--- src/rtl/irq_gate_pkg.sv ---
package irq_gate_pkg;

    localparam int OP_W  = 8;
    localparam int SEG_W = 2;

    localparam logic [OP_W-1:0] OP_MOV_SEG = 8'h8E;
    localparam logic [OP_W-1:0] OP_LOCK    = 8'hF0;
    localparam logic [OP_W-1:0] OP_REPNZ   = 8'hF2;
    localparam logic [OP_W-1:0] OP_REPZ    = 8'hF3;

    typedef enum logic [SEG_W-1:0] {
        SEG_EXTRA = 2'b00,
        SEG_CODE  = 2'b01,
        SEG_STACK = 2'b10,
        SEG_DATA  = 2'b11
    } seg_e;

    typedef enum logic {
        SH_PREFIX  = 1'b0,
        SH_SEGLOAD = 1'b1
    } shadow_kind_e;

    typedef struct packed {
        logic seg_load;
        logic prefix;
    } op_class_t;

    function automatic logic is_mov_seg(input logic [OP_W-1:0] op);
        return op == OP_MOV_SEG;
    endfunction

    function automatic logic is_pop_seg(input logic [OP_W-1:0] op);
        return (op[7:5] == 3'b000) && (op[2:0] == 3'b111);
    endfunction

    function automatic logic is_seg_override(input logic [OP_W-1:0] op);
        return (op[7:5] == 3'b001) && (op[2:0] == 3'b110);
    endfunction

    function automatic logic is_prefix(input logic [OP_W-1:0] op);
        return is_seg_override(op) || op == OP_LOCK ||
               op == OP_REPNZ || op == OP_REPZ;
    endfunction

endpackage

--- src/rtl/irq_opclass.sv ---
module irq_opclass
    import irq_gate_pkg::*;
(
    input  logic [OP_W-1:0]  op_byte,
    input  logic [SEG_W-1:0] modrm_seg,
    input  logic             narrow_mode,
    output op_class_t        cls
);
    logic mov_f;
    logic pop_f;
    seg_e target;
    logic seg_ok;

    always_comb begin
        mov_f  = is_mov_seg(op_byte);
        pop_f  = is_pop_seg(op_byte);
        target = mov_f ? seg_e'(modrm_seg) : seg_e'(op_byte[4:3]);
        seg_ok = !narrow_mode || (target == SEG_STACK);
        cls.seg_load = (mov_f || pop_f) && seg_ok;
        cls.prefix   = is_prefix(op_byte);
    end
endmodule

--- src/rtl/irq_shadow.sv ---
module irq_shadow
    import irq_gate_pkg::*;
(
    input  logic         clk,
    input  logic         rst,
    input  logic         boundary,
    input  op_class_t    cls,
    output logic         shadow_q,
    output shadow_kind_e kind_q
);
    always_ff @(posedge clk) begin
        if (rst) begin
            shadow_q <= 1'b0;
            kind_q   <= SH_PREFIX;
        end else if (boundary) begin
            if (cls.seg_load) begin
                shadow_q <= 1'b1;
                kind_q   <= SH_SEGLOAD;
            end else if (cls.prefix) begin
                shadow_q <= 1'b1;
                kind_q   <= SH_PREFIX;
            end else begin
                shadow_q <= 1'b0;
                kind_q   <= SH_PREFIX;
            end
        end
    end
endmodule

--- src/rtl/irq_arbiter.sv ---
module irq_arbiter (
    input  logic clk,
    input  logic rst,
    input  logic accept_pt,
    input  logic nmi,
    input  logic intr,
    input  logic int_en,
    output logic nmi_ack,
    output logic intr_ack
);
    logic nmi_prev;
    logic nmi_pend;
    logic take_nmi;
    logic take_intr;
    logic nmi_edge;

    always_comb begin
        nmi_edge  = nmi && !nmi_prev;
        take_nmi  = accept_pt && nmi_pend;
        take_intr = accept_pt && !nmi_pend && intr && int_en;
    end

    always_ff @(posedge clk) begin
        if (rst) begin
            nmi_prev <= 1'b0;
            nmi_pend <= 1'b0;
            nmi_ack  <= 1'b0;
            intr_ack <= 1'b0;
        end else begin
            nmi_prev <= nmi;
            nmi_pend <= (nmi_pend && !take_nmi) || nmi_edge;
            nmi_ack  <= take_nmi;
            intr_ack <= take_intr;
        end
    end
endmodule

--- src/rtl/irq_gate.sv ---
module irq_gate
    import irq_gate_pkg::*;
(
    input  logic             clk,
    input  logic             rst,
    input  logic [OP_W-1:0]  op_byte,
    input  logic [SEG_W-1:0] modrm_seg,
    input  logic             boundary,
    input  logic             step,
    input  logic             narrow_mode,
    input  logic             int_en,
    input  logic             intr,
    input  logic             nmi,
    output logic             nmi_ack,
    output logic             intr_ack
);
    op_class_t    cls;
    logic         shadow_q;
    shadow_kind_e kind_q;
    logic         accept_pt;

    irq_opclass u_cls (
        .op_byte     (op_byte),
        .modrm_seg   (modrm_seg),
        .narrow_mode (narrow_mode),
        .cls         (cls)
    );

    irq_shadow u_sh (
        .clk      (clk),
        .rst      (rst),
        .boundary (boundary),
        .cls      (cls),
        .shadow_q (shadow_q),
        .kind_q   (kind_q)
    );

    always_comb begin
        if (boundary)
            accept_pt = !(cls.seg_load || cls.prefix);
        else
            accept_pt = step && !(shadow_q && kind_q == SH_SEGLOAD);
    end

    irq_arbiter u_arb (
        .clk       (clk),
        .rst       (rst),
        .accept_pt (accept_pt),
        .nmi       (nmi),
        .intr      (intr),
        .int_en    (int_en),
        .nmi_ack   (nmi_ack),
        .intr_ack  (intr_ack)
    );
endmodule

--- config.mk ---
export PLATFORM = sky130hd
export DESIGN_NAME = irq_gate
export DESIGN_NICKNAME = d
export VERILOG_FILES = /design/src/rtl/irq_gate_pkg.sv /design/src/rtl/irq_opclass.sv /design/src/rtl/irq_shadow.sv /design/src/rtl/irq_arbiter.sv /design/src/rtl/irq_gate.sv
export SDC_FILE = /design/constraint.sdc
export NUM_CORES = 1
export LEC_CHECK = 0
export ABC_AREA = 1
export BUFFER_PORTS_ARGS = -buffer_cell sky130_fd_sc_hd__clkbuf_2
export CAP_MARGIN = 20
export CELL_PAD_IN_SITES_DETAIL_PLACEMENT = 0
export CELL_PAD_IN_SITES_GLOBAL_PLACEMENT = 1
export CORE_MARGIN = 3
export CORE_UTILIZATION = 25
export CTS_BUF_LIST = sky130_fd_sc_hd__clkbuf_16
export CTS_CLUSTER_DIAMETER = 120
export DETAILED_ROUTE_END_ITERATION = 10
export HOLD_SLACK_MARGIN = 0.15
export PLACE_DENSITY_LB_ADDON = 0.1
export SYNTH_ARGS = -nofsm -noshare
export SYNTH_HDL_FRONTEND = slang
export SYNTH_HIERARCHICAL = 1
export SYNTH_SLANG_ARGS = --single-unit
--- constraint.sdc ---
create_clock -name clk -period 1.2 [get_ports clk]
set_input_delay 0.3 -clock clk [delete_from_list [all_inputs] [get_ports clk]]
set_output_delay 0.3 -clock clk [all_outputs]
set_load 0.03 [all_outputs]
==> results of run 1 <==
[worst max-delay path, cell delays in order]
cell and delay (ns):
clkbuf_2 0.09, inv_2 0.05, nor2_4 0.10, nand2_1 0.06
nand2_1 0.06, nand2_1 0.06, nor2_2 0.13, nor2_1 0.05
nand2_1 0.07, nand2_2 0.06, inv_2 0.07, nand3_2 0.05
nand2_1 0.06
[stage by stage]
stage                     hold slack [ns]  power, W  worst slack [ns]
after CTS                           0.287  0.000861             0.135
after global placement              0.461  0.000319           -0.0761
after detailed placement            0.460  0.000319           -0.0891
final                               0.287  0.000852             0.185
after global routing                0.311  0.000899          -0.00433
after floorplan                     0.370  0.000271             0.142
[final cells by class]
| cell class | instances | share of cell area, % |
|---|---|---|
| timing repair buffer | 20 | 17.8 |
| sequential | 6 | 20.8 |
| tap | 15 | 3.25 |
| inverter | 16 | 10.4 |
| clock buffer | 3 | 13.0 |
| multi-input combinational | 42 | 34.7 |
[layer usage]
layer  share of wire [%]  global-route usage [%]
met5                   0                       0
met4                   0                       0
met2                  39                    11.9
met1                  49                    14.9
met3                  11                    7.32
[timing repair]
action,in CTS,in global routing
resized for setup,0,7
endpoints found under the hold margin,0,0
setup endpoints to repair,0,2
[power by group]
| group | internal, W | switching (W) | total (W) |
|---|---|---|---|
| sequential | 0.000211 | 0.00000417 | 0.000216 |
| clock | 0.000427 | 0.000103 | 0.000529 |
| combinational | 0.0000473 | 0.0000600 | 0.000107 |
| total | 0.000685 | 0.000167 | 0.000852 |
[path summary, 6_finish.rpt]
kind / from / end / slack [ns] / depth (start not counted)
worst max-delay path: op_byte[1] / u_arb/nmi_pend / 0.18 / 13
worst min-delay path: nmi / u_arb/nmi_prev / 0.29 / 3
worst max register to register: u_sh/shadow_q / u_arb/nmi_pend / 0.44 / 6
worst min register to register: u_arb/nmi_pend / u_arb/nmi_pend / 0.46 / 2
[cells by family after synthesis]
family,after synthesis,share of synthesized area [%]
compound gates,4,5.51
buf+inv,16,16.5
flops,6,33.1
simple gates,38,44.8
[state kept, by name, indices dropped and copies added (netlist names)]
register / count
u_sh/shadow_q: 1
u_arb/nmi_pend: 1
u_sh/kind_q: 1
u_arb/nmi_prev: 1
u_arb/intr_ack: 1
u_arb/nmi_ack: 1
[placed cells by master, fill, tap and decap left out, types with 3 or more instances in the layout]
cell type,Yosys,routed
inv_1,15,13
nand3_1,6,5
nor2_2,2,3
a21oi_1,3,3
clkbuf_16,0,3
dfxtp_1,6,6
nand2_1,14,13
nor2_1,14,12
inv_2,1,3
clkbuf_2,0,19
==> metrics.md, run 1 <==
| Metric | Value |
|---|---|
| GRT Util Overall | `9.97%` |
| Clock Path Buffers | `2` |
| # IOs | `20` |
| Total negative slack | `0 ns` |
| First-pass GRT wire length | `1.44 mm` |
| Post-Synthesis Cells | `64` |
| Vias post-DR | `410` |
| Final setup vio count | `0` |
| Post-synth top cells | `15 x inv_1, 14 x nand2_1, 14 x nor2_1, 6 x dfxtp_1, 6 x nand3_1` |
| Synth area leaders | `dfxtp_1 33%, inv_1 16%, nand2_1 14%` |
| Routed Antenna Nets | `0` |
| Final hold violation count | `0` |
| DRC Markers | `0` |
| Iteration count of the initial detailed-routing pass | `4` |
| Dpl hpwl | `679 um` |
| Worst Path Required | `1.37 ns` |
| DRT Wirelength | `803 um` |
| Crit path launch type | `input port` |
| Max cap viols | `0` |
| Fmax | `985 MHz` |
| Slew Viols, Final | `0` |
| Cts bufs inserted | `3` |
| Post-cts hold buffer count | `0` |
| Root cell of the clock tree | `clkbuf_16` |
| Cell variety after synth | `11` |
| Area growth from synthesis to layout | `59.0%` |
| Fin util | `43.2%` |
| Post-route cell area | `577 um2` |
| Ratio of cells with drive above 1 in the final layout | `37.9%` |
| Worst skew pair latency | `0.22 ns` |
| Yosys top cell area share | `33.1%` |
| Max_slew headroom | `88.7%` |
| Top-count cell post-synth | `inv_1` |
| Sink Count | `6` |
| Grt ovf | `0` |
| Port bufs | `19` |
| # fillers | `166` |
| Starting Density | `27.2%` |
| Setup crit end kind | `flip-flop` |
| Post CTS Setup Buffer Count | `0` |
| Main flop type after synthesis | `dfxtp_1` |
| Number of antenna violations at the first check in global routing | `0` |
| Post-synth EDFFs | `0` |
| Actual slew at the worst max-slew pin | `0.170 ns` |
| Fin nets | `107` |
| Status | `finished, final reports clean` |
| Clock-pin slew on the worst setup and hold paths | `0.03 ns` |
| Mapped Nets | `82` |
| Min-Delay Path Class | `input port to flip-flop` |
| Iteration-0 DRC Markers | `3` |
| Lkg Pwr | `0.330 nW` |
| Placed insts | `99` |
| Synthesized area | `363 um2` |
| Multi-input logic area | `200 um2` |
| Peak fanout along the critical path | `2` |
| DP Area | `484 um2` |
| Critical path type | `input port to flip-flop` |
| Final worst-path cycle share | `84.6%` |
| Routed len/inst | `7.87 um` |
| Fin crit period | `1.02 ns` |
| Die height | `44.1 um` |
| Core Rows | `13` |
| Clock H-tree levels | `1` |
| Post-synthesis sequential area ratio | `33.1%` |
| Asr flop ratio synth | `0%` |
| Worst EP arrival | `1.18 ns` |
| Vias in the first global route | `372` |
| Final Skew | `0.000126 ns` |
| Power Density | `1480 nW/um2` |
| ANT cells | `0` |
| RD Place Congestion | `0.648` |
| Pin count of the biggest net entering global routing | `6` |
| Synth Register Bits | `6` |
| Syn_area_per_cell | `5.67 um2` |
| Register area | `120 um2` |
| Yosys top cell by area | `dfxtp_1` |
| CTS tree | `done` |
| Die footprint | `1940 um2` |
| Synth Warn # | `6` |
| Final Non-Filler Cells | `102` |
| Via/cell ratio | `4.02` |
| Chip Width | `44.1 um` |
| VDD IR max | `0.000975 V` |
| Core Box Area | `1330 um2` |
(Power assumes the default switching activity.)
==> inputs of run 2 (changes only) <==
--- a/config.mk
+++ b/config.mk
@@ -11,7 +11,7 @@
 export CELL_PAD_IN_SITES_DETAIL_PLACEMENT = 0
 export CELL_PAD_IN_SITES_GLOBAL_PLACEMENT = 1
 export CORE_MARGIN = 3
-export CORE_UTILIZATION = 25
+export CORE_UTILIZATION = 22
 export CTS_BUF_LIST = sky130_fd_sc_hd__clkbuf_16
 export CTS_CLUSTER_DIAMETER = 120
 export DETAILED_ROUTE_END_ITERATION = 10
==> constraint.sdc (replaced) <==
create_clock -name clk -period 0.84 [get_ports clk]
set_input_delay 0.21 -clock clk [delete_from_list [all_inputs] [get_ports clk]]
set_output_delay 0.21 -clock clk [all_outputs]
set_load 0.03 [all_outputs]
==> metrics.md, run 2 (synthesized netlist as in run 1, its figures left out) <==
| Metric | Value |
|---|---|
| Clock-pin slew on the worst setup and hold paths | `0.03 ns (about the same)` |
| GRT Util Overall | `10.3% (was 9.97%)` |
| Number of antenna violations at the first check in global routing | `0 (unchanged)` |
| RD Place Congestion | `0.682 (was 0.648)` |
| Clock Path Buffers | `2 (unchanged)` |
| Seq pwr share | `23.3% (was 25.3%)` |
| Pre-CTS setup slack | `-0.438 ns (was -0.0891 ns)` |
| Final Skew | `0.000630 ns (was 0.000126 ns)` |
| Pin count of the biggest net entering global routing | `6 (unchanged)` |
| Worst EP arrival | `1.01 ns (was 1.18 ns)` |
| Final worst-path cycle share | `106%` |
| Final setup vio count | `6 (was 0)` |
| R2r endpoint | `u_arb/nmi_pend (unchanged)` |
| Peak fanout along the critical path | `2 (unchanged)` |
| First-pass GRT wire length | `1.52 mm (was 1.44 mm)` |
| Die footprint | `2170 um2 (was 1940 um2)` |
| Core Rows | `14 (was 13)` |
| Vias post-DR | `442 (was 410)` |
| Ratio of cells with drive above 1 in the final layout | `62.2% (was 37.9%)` |
| Switching share of power | `21.7% (was 19.6%)` |
| Iteration count of the initial detailed-routing pass | `2 (was 4)` |
| Starting Density | `23.8% (was 27.2%)` |
| Status | `finished with violations (was finished, final reports clean)` |
| Die height | `46.6 um (was 44.1 um)` |
| Clock power share | `58.8% (was 62.1%)` |
| Crit path launch type | `input port (unchanged)` |
| VDD IR max | `0.00104 V (was 0.000975 V)` |
| Fin crit period | `0.888 ns` |
| Lkg Pwr | `0.383 nW (was 0.330 nW)` |
| Fin nets | `110 (was 107)` |
| Reg2reg path depth | `6 (unchanged)` |
| Actual slew at the worst max-slew pin | `0.131 ns (was 0.170 ns)` |
| Area growth from synthesis to layout | `110% (was 59.0%)` |
| Via/cell ratio | `4.17 (was 4.02)` |
| Setup crit end kind | `flip-flop (unchanged)` |
| Slew Viols, Final | `0 (unchanged)` |
| # IOs | `20 (unchanged)` |
| Sw Pwr | `0.000289 W (was 0.000167 W)` |
| Root cell of the clock tree | `clkbuf_16 (unchanged)` |
| Min-Delay Path Class | `input port to flip-flop (unchanged)` |
| Max cap viols | `0 (unchanged)` |
| Power Density | `1750 nW/um2 (was 1480 nW/um2)` |
| Chip Width | `46.6 um (was 44.1 um)` |
| Port bufs | `19 (unchanged)` |
| Multi-input logic area | `246 um2 (was 200 um2)` |
| RSZ-0062 raised after global routing | `true` |
| Part of the power in combinational logic | `17.9% (was 12.6%)` |
| Worst Path Required | `0.96 ns (was 1.37 ns)` |
| Hold Path Depth | `3 (unchanged)` |
| Post-cts hold buffer count | `0 (unchanged)` |
| Grt ovf | `0 (unchanged)` |
| ANT cells | `0 (unchanged)` |
| Worst skew pair latency | `0.23 ns (was 0.22 ns)` |
| Setup slack, reg-to-reg | `0.06 ns (was 0.44 ns)` |
| Violated checks | `setup timing` |
| Clock H-tree levels | `1 (unchanged)` |
| Most frequent cells in the layout | `11 x nand2_1, 11 x clkbuf_2, 8 x nor2_2 (was 19 x clkbuf_2, 13 x nand2_1, 13 x inv_1, 12 x nor2_1, 6 x dfxtp_1)` |
| Power, Total | `0.00133 W (was 0.000852 W)` |
| Sink Count | `6 (unchanged)` |
| DRT Wirelength | `927 um (was 803 um)` |
| Core Box Area | `1520 um2 (was 1330 um2)` |
| Critical path type | `input port to flip-flop (unchanged)` |
| Iteration-0 DRC Markers | `1 (was 3)` |
| Routed Antenna Nets | `0 (unchanged)` |
| # fillers | `162 (was 166)` |
| Cts bufs inserted | `3 (unchanged)` |
| Routed len/inst | `8.75 um (was 7.87 um)` |
| DRC Markers | `0 (unchanged)` |
| Setup ws final | `-0.0479 ns (was 0.185 ns)` |
| Reg-to-Reg Start | `u_sh/shadow_q (unchanged)` |
| Final hold violation count | `0 (unchanged)` |
| Dpl hpwl | `713 um (was 679 um)` |
| Fmax | `1130 MHz` |
| CTS tree | `done (unchanged)` |
| Register area | `123 um2 (was 120 um2)` |
| Min-delay src | `nmi (unchanged)` |
| Max_slew headroom | `91.3% (was 88.7%)` |
| Vias in the first global route | `370 (was 372)` |
| Worst Hold End | `u_arb/nmi_prev (unchanged)` |
| Int Pwr | `0.00104 W (was 0.000685 W)` |
-- run 2: changes by cell type in the layout (fill, tap and decap cells not counted), sizes merged --
cell / before / now
buf: 1 / 8
clkbuf: 22 / 18
-- run 2: critical path, stage by stage --
cell and delay (ns):
clkbuf_16 0.14, inv_12 0.05, nor2_4 0.02, nand2_1 0.05
nand2_1 0.05, nand2_1 0.07, nor2_2 0.04, nor2_1 0.11
nand2_1 0.07, nand2_2 0.08, inv_2 0.05, nand3_2 0.04
nand2_1 0.04
-- run 2: through the flow --
step	cells	instance area, um2	hold WS (ns)	TNS (ns)	utilization, %
finish	106	762	0.186	-0.176	50.0
global route	106	762	0.212	-0.619	50.0
CTS	106	749	0.186	-0.219	49.2
detailed placement	102	518	0.427	-2.01	34.0
global placement	102	518	0.420	-2.11	34.0
floorplan	64	380	0.274	-0.312	-
-- run 2: metal layers --
metal / vias to the layer above / track usage (%) / routed length, um
met4: 0 / 4.97 / 19
li1: 242 / - / -
met2: 14 / 12.9 / 400
met1: 182 / 13.5 / 404
met3: 4 / 6.25 / 103
met5: - / 0 / 0
-- run 2: timing repair --
item,4_1_cts,5_1_grt
cloned,0,0
pin swaps,19,3
endpoints found under the setup margin,7,7
setup buffers,1,0
gates resized for setup,36,8
-- run 2: worst max path at each step --
| stage | from | endpoint |
|---|---|---|
| global placement | op_byte[1] | u_arb/nmi_ack |
| detailed placement | op_byte[1] | u_arb/nmi_pend |
| CTS | u_arb/nmi_ack | nmi_ack |
| floorplan | op_byte[1] | u_arb/nmi_pend |
| global route | op_byte[6] | u_arb/nmi_pend |
| finish | op_byte[1] | u_arb/nmi_pend |
-- run 2: power groups by stage --
stage               combinational (W)  clock, W  sequential, W
floorplan                   0.0000755         0       0.000317
global placement             0.000161         0       0.000312
detailed placement           0.000161         0       0.000312
CTS                          0.000230  0.000800       0.000310
global route                 0.000263  0.000822       0.000312
finish                       0.000238  0.000783       0.000310
-- run 2: layout make-up --
cell class	instances	area share, %
clock buffers	3	9.85
well taps	16	2.63
repair buffers	23	29.2
inverters	16	9.85
multi-input cells	42	32.3
flip-flops and latches	6	16.1
==> inputs of run 3 (changes only) <==
--- a/config.mk
+++ b/config.mk
@@ -5,15 +5,15 @@
 export SDC_FILE = /design/constraint.sdc
 export NUM_CORES = 1
 export LEC_CHECK = 0
-export ABC_AREA = 1
 export BUFFER_PORTS_ARGS = -buffer_cell sky130_fd_sc_hd__clkbuf_2
 export CAP_MARGIN = 20
 export CELL_PAD_IN_SITES_DETAIL_PLACEMENT = 0
 export CELL_PAD_IN_SITES_GLOBAL_PLACEMENT = 1
 export CORE_MARGIN = 3
-export CORE_UTILIZATION = 22
+export CORE_UTILIZATION = 24
 export CTS_BUF_LIST = sky130_fd_sc_hd__clkbuf_16
 export CTS_CLUSTER_DIAMETER = 120
+export CTS_CLUSTER_SIZE = 28
 export DETAILED_ROUTE_END_ITERATION = 10
 export HOLD_SLACK_MARGIN = 0.15
 export PLACE_DENSITY_LB_ADDON = 0.1
==> metrics.md, run 3 <==
| Metric | Value |
|---|---|
| Yosys top cell area share | `36.9% (was 33.1%)` |
| Pin count of the biggest net entering global routing | `7 (was 6)` |
| Worst EP arrival | `1.54 ns (was 1.01 ns)` |
| Dpl hpwl | `664 um (was 713 um)` |
| Die footprint | `1830 um2 (was 2170 um2)` |
| Reg-to-Reg Start | `u_sh/kind_q (was u_sh/shadow_q)` |
| Lkg Pwr | `0.290 nW (was 0.383 nW)` |
| Starting Density | `27.4% (was 23.8%)` |
| CP max stage delay | `0.27 ns (was 0.14 ns)` |
| Clock-pin slew on the worst setup and hold paths | `0.03 ns (about the same)` |
| Core Rows | `12 (was 14)` |
| Seq pwr share | `25.2% (was 23.3%)` |
| Crit path launch type | `input port (unchanged)` |
| Final setup vio count | `7 (was 6)` |
| Post-Synthesis Cells | `34 (was 64)` |
| Register area | `123 um2 (unchanged)` |
| Iteration-0 DRC Markers | `2 (was 1)` |
| Launch point of the critical path | `op_byte[3] (was op_byte[1])` |
| Clock Path Buffers | `2 (unchanged)` |
| Top-count cell post-synth | `dfxtp_1 (was inv_1)` |
| Area growth from synthesis to layout | `87.7% (was 110%)` |
| Max cap viols | `0 (unchanged)` |
| Pre-CTS setup slack | `-0.818 ns (was -0.438 ns)` |
| Critical path cell sequence | `buf_6 -> nand2b_4 -> a211o_1 -> a211oi_2 -> nor2_1 -> mux2_4 -> nand2b_1 -> a21oi_1 (was clkbuf_16 -> inv_12 -> nor2_4 -> nand2_1 -> nand2_1 -> nand2_1 -> nor2_2 -> nor2_1 -> nand2_1 -> nand2_2 -> inv_2 -> nand3_2 -> nand2_1)` |
| Vias post-DR | `342 (was 442)` |
| Routed len/inst | `11.5 um (was 8.75 um)` |
| Power Density | `1990 nW/um2 (was 1750 nW/um2)` |
| Final hold violation count | `0 (unchanged)` |
| Final worst-path cycle share | `165% (was 106%)` |
| Yosys top cell by area | `dfxtp_1 (unchanged)` |
| Synth Register Bits | `6 (unchanged)` |
| Status | `finished with violations (unchanged)` |
| Critical path type | `input port to flip-flop (unchanged)` |
| Part of the power in combinational logic | `11.7% (was 17.9%)` |
| Port bufs | `19 (unchanged)` |
| Root cell of the clock tree | `clkbuf_16 (unchanged)` |
| Final Skew | `0.000726 ns (was 0.000630 ns)` |
| # IOs | `20 (unchanged)` |
| Cell variety after synth | `20 (was 11)` |
| Post-synth EDFFs | `0 (unchanged)` |
| CP top delay family | `compound AO/OA/AOI/OAI gates (was simple AND/OR/NAND/NOR gates)` |
| Hold Path Depth | `2 (was 3)` |
| Slew Viols, Final | `0 (unchanged)` |
| Fin crit period | `1.39 ns (was 0.888 ns)` |
| Syn_area_per_cell | `9.57 um2 (was 5.67 um2)` |
| Most frequent cells in the layout | `15 x clkbuf_2, 7 x buf_4, 4 x nor2_1, 4 x dfxtp_1, 3 x clkbuf_16 (was 11 x nand2_1, 11 x clkbuf_2, 8 x nor2_2)` |
| Mapped Nets | `52 (was 82)` |
| Power, Total | `0.00121 W (was 0.00133 W)` |
| Ratio of cells with drive above 1 in the final layout | `61.9% (was 62.2%)` |
| Chip Width | `42.8 um (was 46.6 um)` |
| Reg2reg path depth | `4 (was 6)` |
| Peak fanout along the critical path | `3 (was 2)` |
| Iteration count of the initial detailed-routing pass | `4 (was 2)` |
| Asr flop ratio synth | `0% (unchanged)` |
| Setup slack, reg-to-reg | `-0.15 ns (was 0.06 ns)` |
| Synth area leaders | `dfxtp_1 37%, and4bb_2 7.7%, nor2_1 5.8% (was dfxtp_1 33%, inv_1 16%, nand2_1 14%)` |
| Die height | `42.8 um (was 46.6 um)` |
| Fin nets | `83 (was 110)` |
| Synth Warn # | `6 (unchanged)` |
| Worst Path Required | `1.00 ns (was 0.96 ns)` |
| CTS tree | `done (unchanged)` |
| Setup ws final | `-0.546 ns (was -0.0479 ns)` |
| Max_slew headroom | `85.8% (was 91.3%)` |
| Max stage delay cell, worst path | `mux2_4 (was clkbuf_16)` |
| Setup crit end kind | `flip-flop (unchanged)` |
| ANT cells | `0 (unchanged)` |
| Actual slew at the worst max-slew pin | `0.212 ns (was 0.131 ns)` |
| Vias in the first global route | `375 (was 370)` |
| Commonest non-fill, non-tap cell in the layout | `clkbuf_2` |
| Switching share of power | `17.8% (was 21.7%)` |
| Fin util | `51.5% (was 50.0%)` |
| Synthesized area | `325 um2 (was 363 um2)` |
| Grt ovf | `0 (unchanged)` |
| Post-synthesis sequential area ratio | `36.9% (was 33.1%)` |
| Int Pwr | `0.000999 W (was 0.00104 W)` |
| Via/cell ratio | `4.44 (was 4.17)` |
| VDD IR max | `0.00200 V (was 0.00104 V)` |
| Min-Delay Path Class | `input port to flip-flop (unchanged)` |
| Number of antenna violations at the first check in global routing | `0 (unchanged)` |
| Violated checks | `setup timing (unchanged)` |
| Clock power share | `63.1% (was 58.8%)` |
| DRC Markers | `0 (unchanged)` |
| R2r endpoint | `u_arb/nmi_pend (unchanged)` |
| DRT Wirelength | `887 um (was 927 um)` |
| Crit path buffers/inverters | `1 (was 3)` |
| Clock H-tree levels | `1 (unchanged)` |
| RD Place Congestion | `0.680 (was 0.682)` |
| Worst Hold End | `u_arb/nmi_pend (was u_arb/nmi_prev)` |
| Core Box Area | `1190 um2 (was 1520 um2)` |
| Min-delay src | `rst (was nmi)` |
| GRT Util Overall | `10.9% (was 10.3%)` |
| Main flop type after synthesis | `dfxtp_1 (unchanged)` |
| First-pass GRT wire length | `1.46 mm (was 1.52 mm)` |
| Sw Pwr | `0.000216 W (was 0.000289 W)` |
| # fillers | `131 (was 162)` |
| Worst skew pair latency | `0.23 ns (about the same)` |
| RSZ-0062 raised after global routing | `true (unchanged)` |
| Fmax | `722 MHz (was 1130 MHz)` |
| Multi-input logic area | `208 um2 (was 246 um2)` |
| Sink Count | `6 (unchanged)` |
| Routed Antenna Nets | `0 (unchanged)` |
| Post-synth top cells | `6 x dfxtp_1, 5 x nor2_1 (was 15 x inv_1, 14 x nand2_1, 14 x nor2_1, 6 x dfxtp_1, 6 x nand3_1)` |
| Cts bufs inserted | `3 (unchanged)` |
-- run 3: changes by cell type in the layout (fill, tap and decap cells not counted), moves of 3 or more --
cell | before | now
nand3_2 | 3 | 0
nand2_1 | 11 | 0
nand3_1 | 3 | 0
nor2_1 | 7 | 4
inv_2 | 7 | 0
nor2_2 | 8 | 1
clkbuf_2 | 11 | 15
buf_4 | 4 | 7
inv_1 | 7 | 2
nand2_2 | 3 | 0
-- run 3: through the flow --
stage	hold WS [ns]	setup TNS (ns)	cells	instance area, um2
after global routing	0.231	-2.61	77	611
after detailed placement	0.426	-3.37	73	487
after CTS	0.206	-2.32	76	587
after global placement	0.415	-3.19	73	487
final	0.215	-2.27	77	611
after floorplan	0.279	-2.22	34	329
-- run 3: area by class of cell --
type	count	area share [%]
sequential	6	20.1
inverter	2	1.23
multi-input combinational	26	34.0
clock buffer	3	12.3
tap	14	2.87
timing repair buffer	26	29.5
-- run 3: power by group through the flow --
stage / combinational (W) / sequential [W] / clock, W
after floorplan: 0.0000447 / 0.000314 / 0
after detailed placement: 0.000127 / 0.000307 / 0
after CTS: 0.000135 / 0.000305 / 0.000788
after global routing: 0.000155 / 0.000307 / 0.000806
after global placement: 0.000123 / 0.000307 / 0
final: 0.000142 / 0.000306 / 0.000766
-- run 3: logic make-up (layout without fill, tap and decap cells) --
group           count (synthesis)  count (layout)  synth area share (%)
buf+inv                         2              31                  2.31
mux                             2               2                  6.54
simple gates                   16              16                  35.4
flops                           6               6                  36.9
compound gates                  8               8                  18.8
-- run 3: timing repair --
action                                  4_1_cts  5_1_grt
buffers inserted                              1        1
hold buffers                                  0        0
pin swaps                                     5        2
endpoints found under the setup margin        7        7
gates resized for setup                       7        5
-- run 3: worst max path at each step --
stage | slack (ns) | endpoint | cells past startpoint
floorplan | -0.61 | u_arb/nmi_pend | 7
CTS | -0.56 | u_arb/nmi_pend | 8
detailed placement | -0.82 | u_arb/nmi_pend | 8
global route | -0.61 | u_arb/nmi_pend | 8
finish | -0.55 | u_arb/nmi_pend | 8
global placement | -0.77 | u_arb/nmi_pend | 8
-- run 3: routing by layer --
| layer | routed length [um] | part of all wire (%) | track usage (%) | vias up |
|---|---|---|---|---|
| li1 | - | - | - | 182 |
| met1 | 362 | 41 | 11.0 | 147 |
| met2 | 446 | 50 | 17.7 | 13 |
| met3 | 77 | 8.7 | 8.47 | 0 |
| met4 | 0 | 0 | 1.86 | 0 |
| met5 | 0 | 0 | 0 | - |
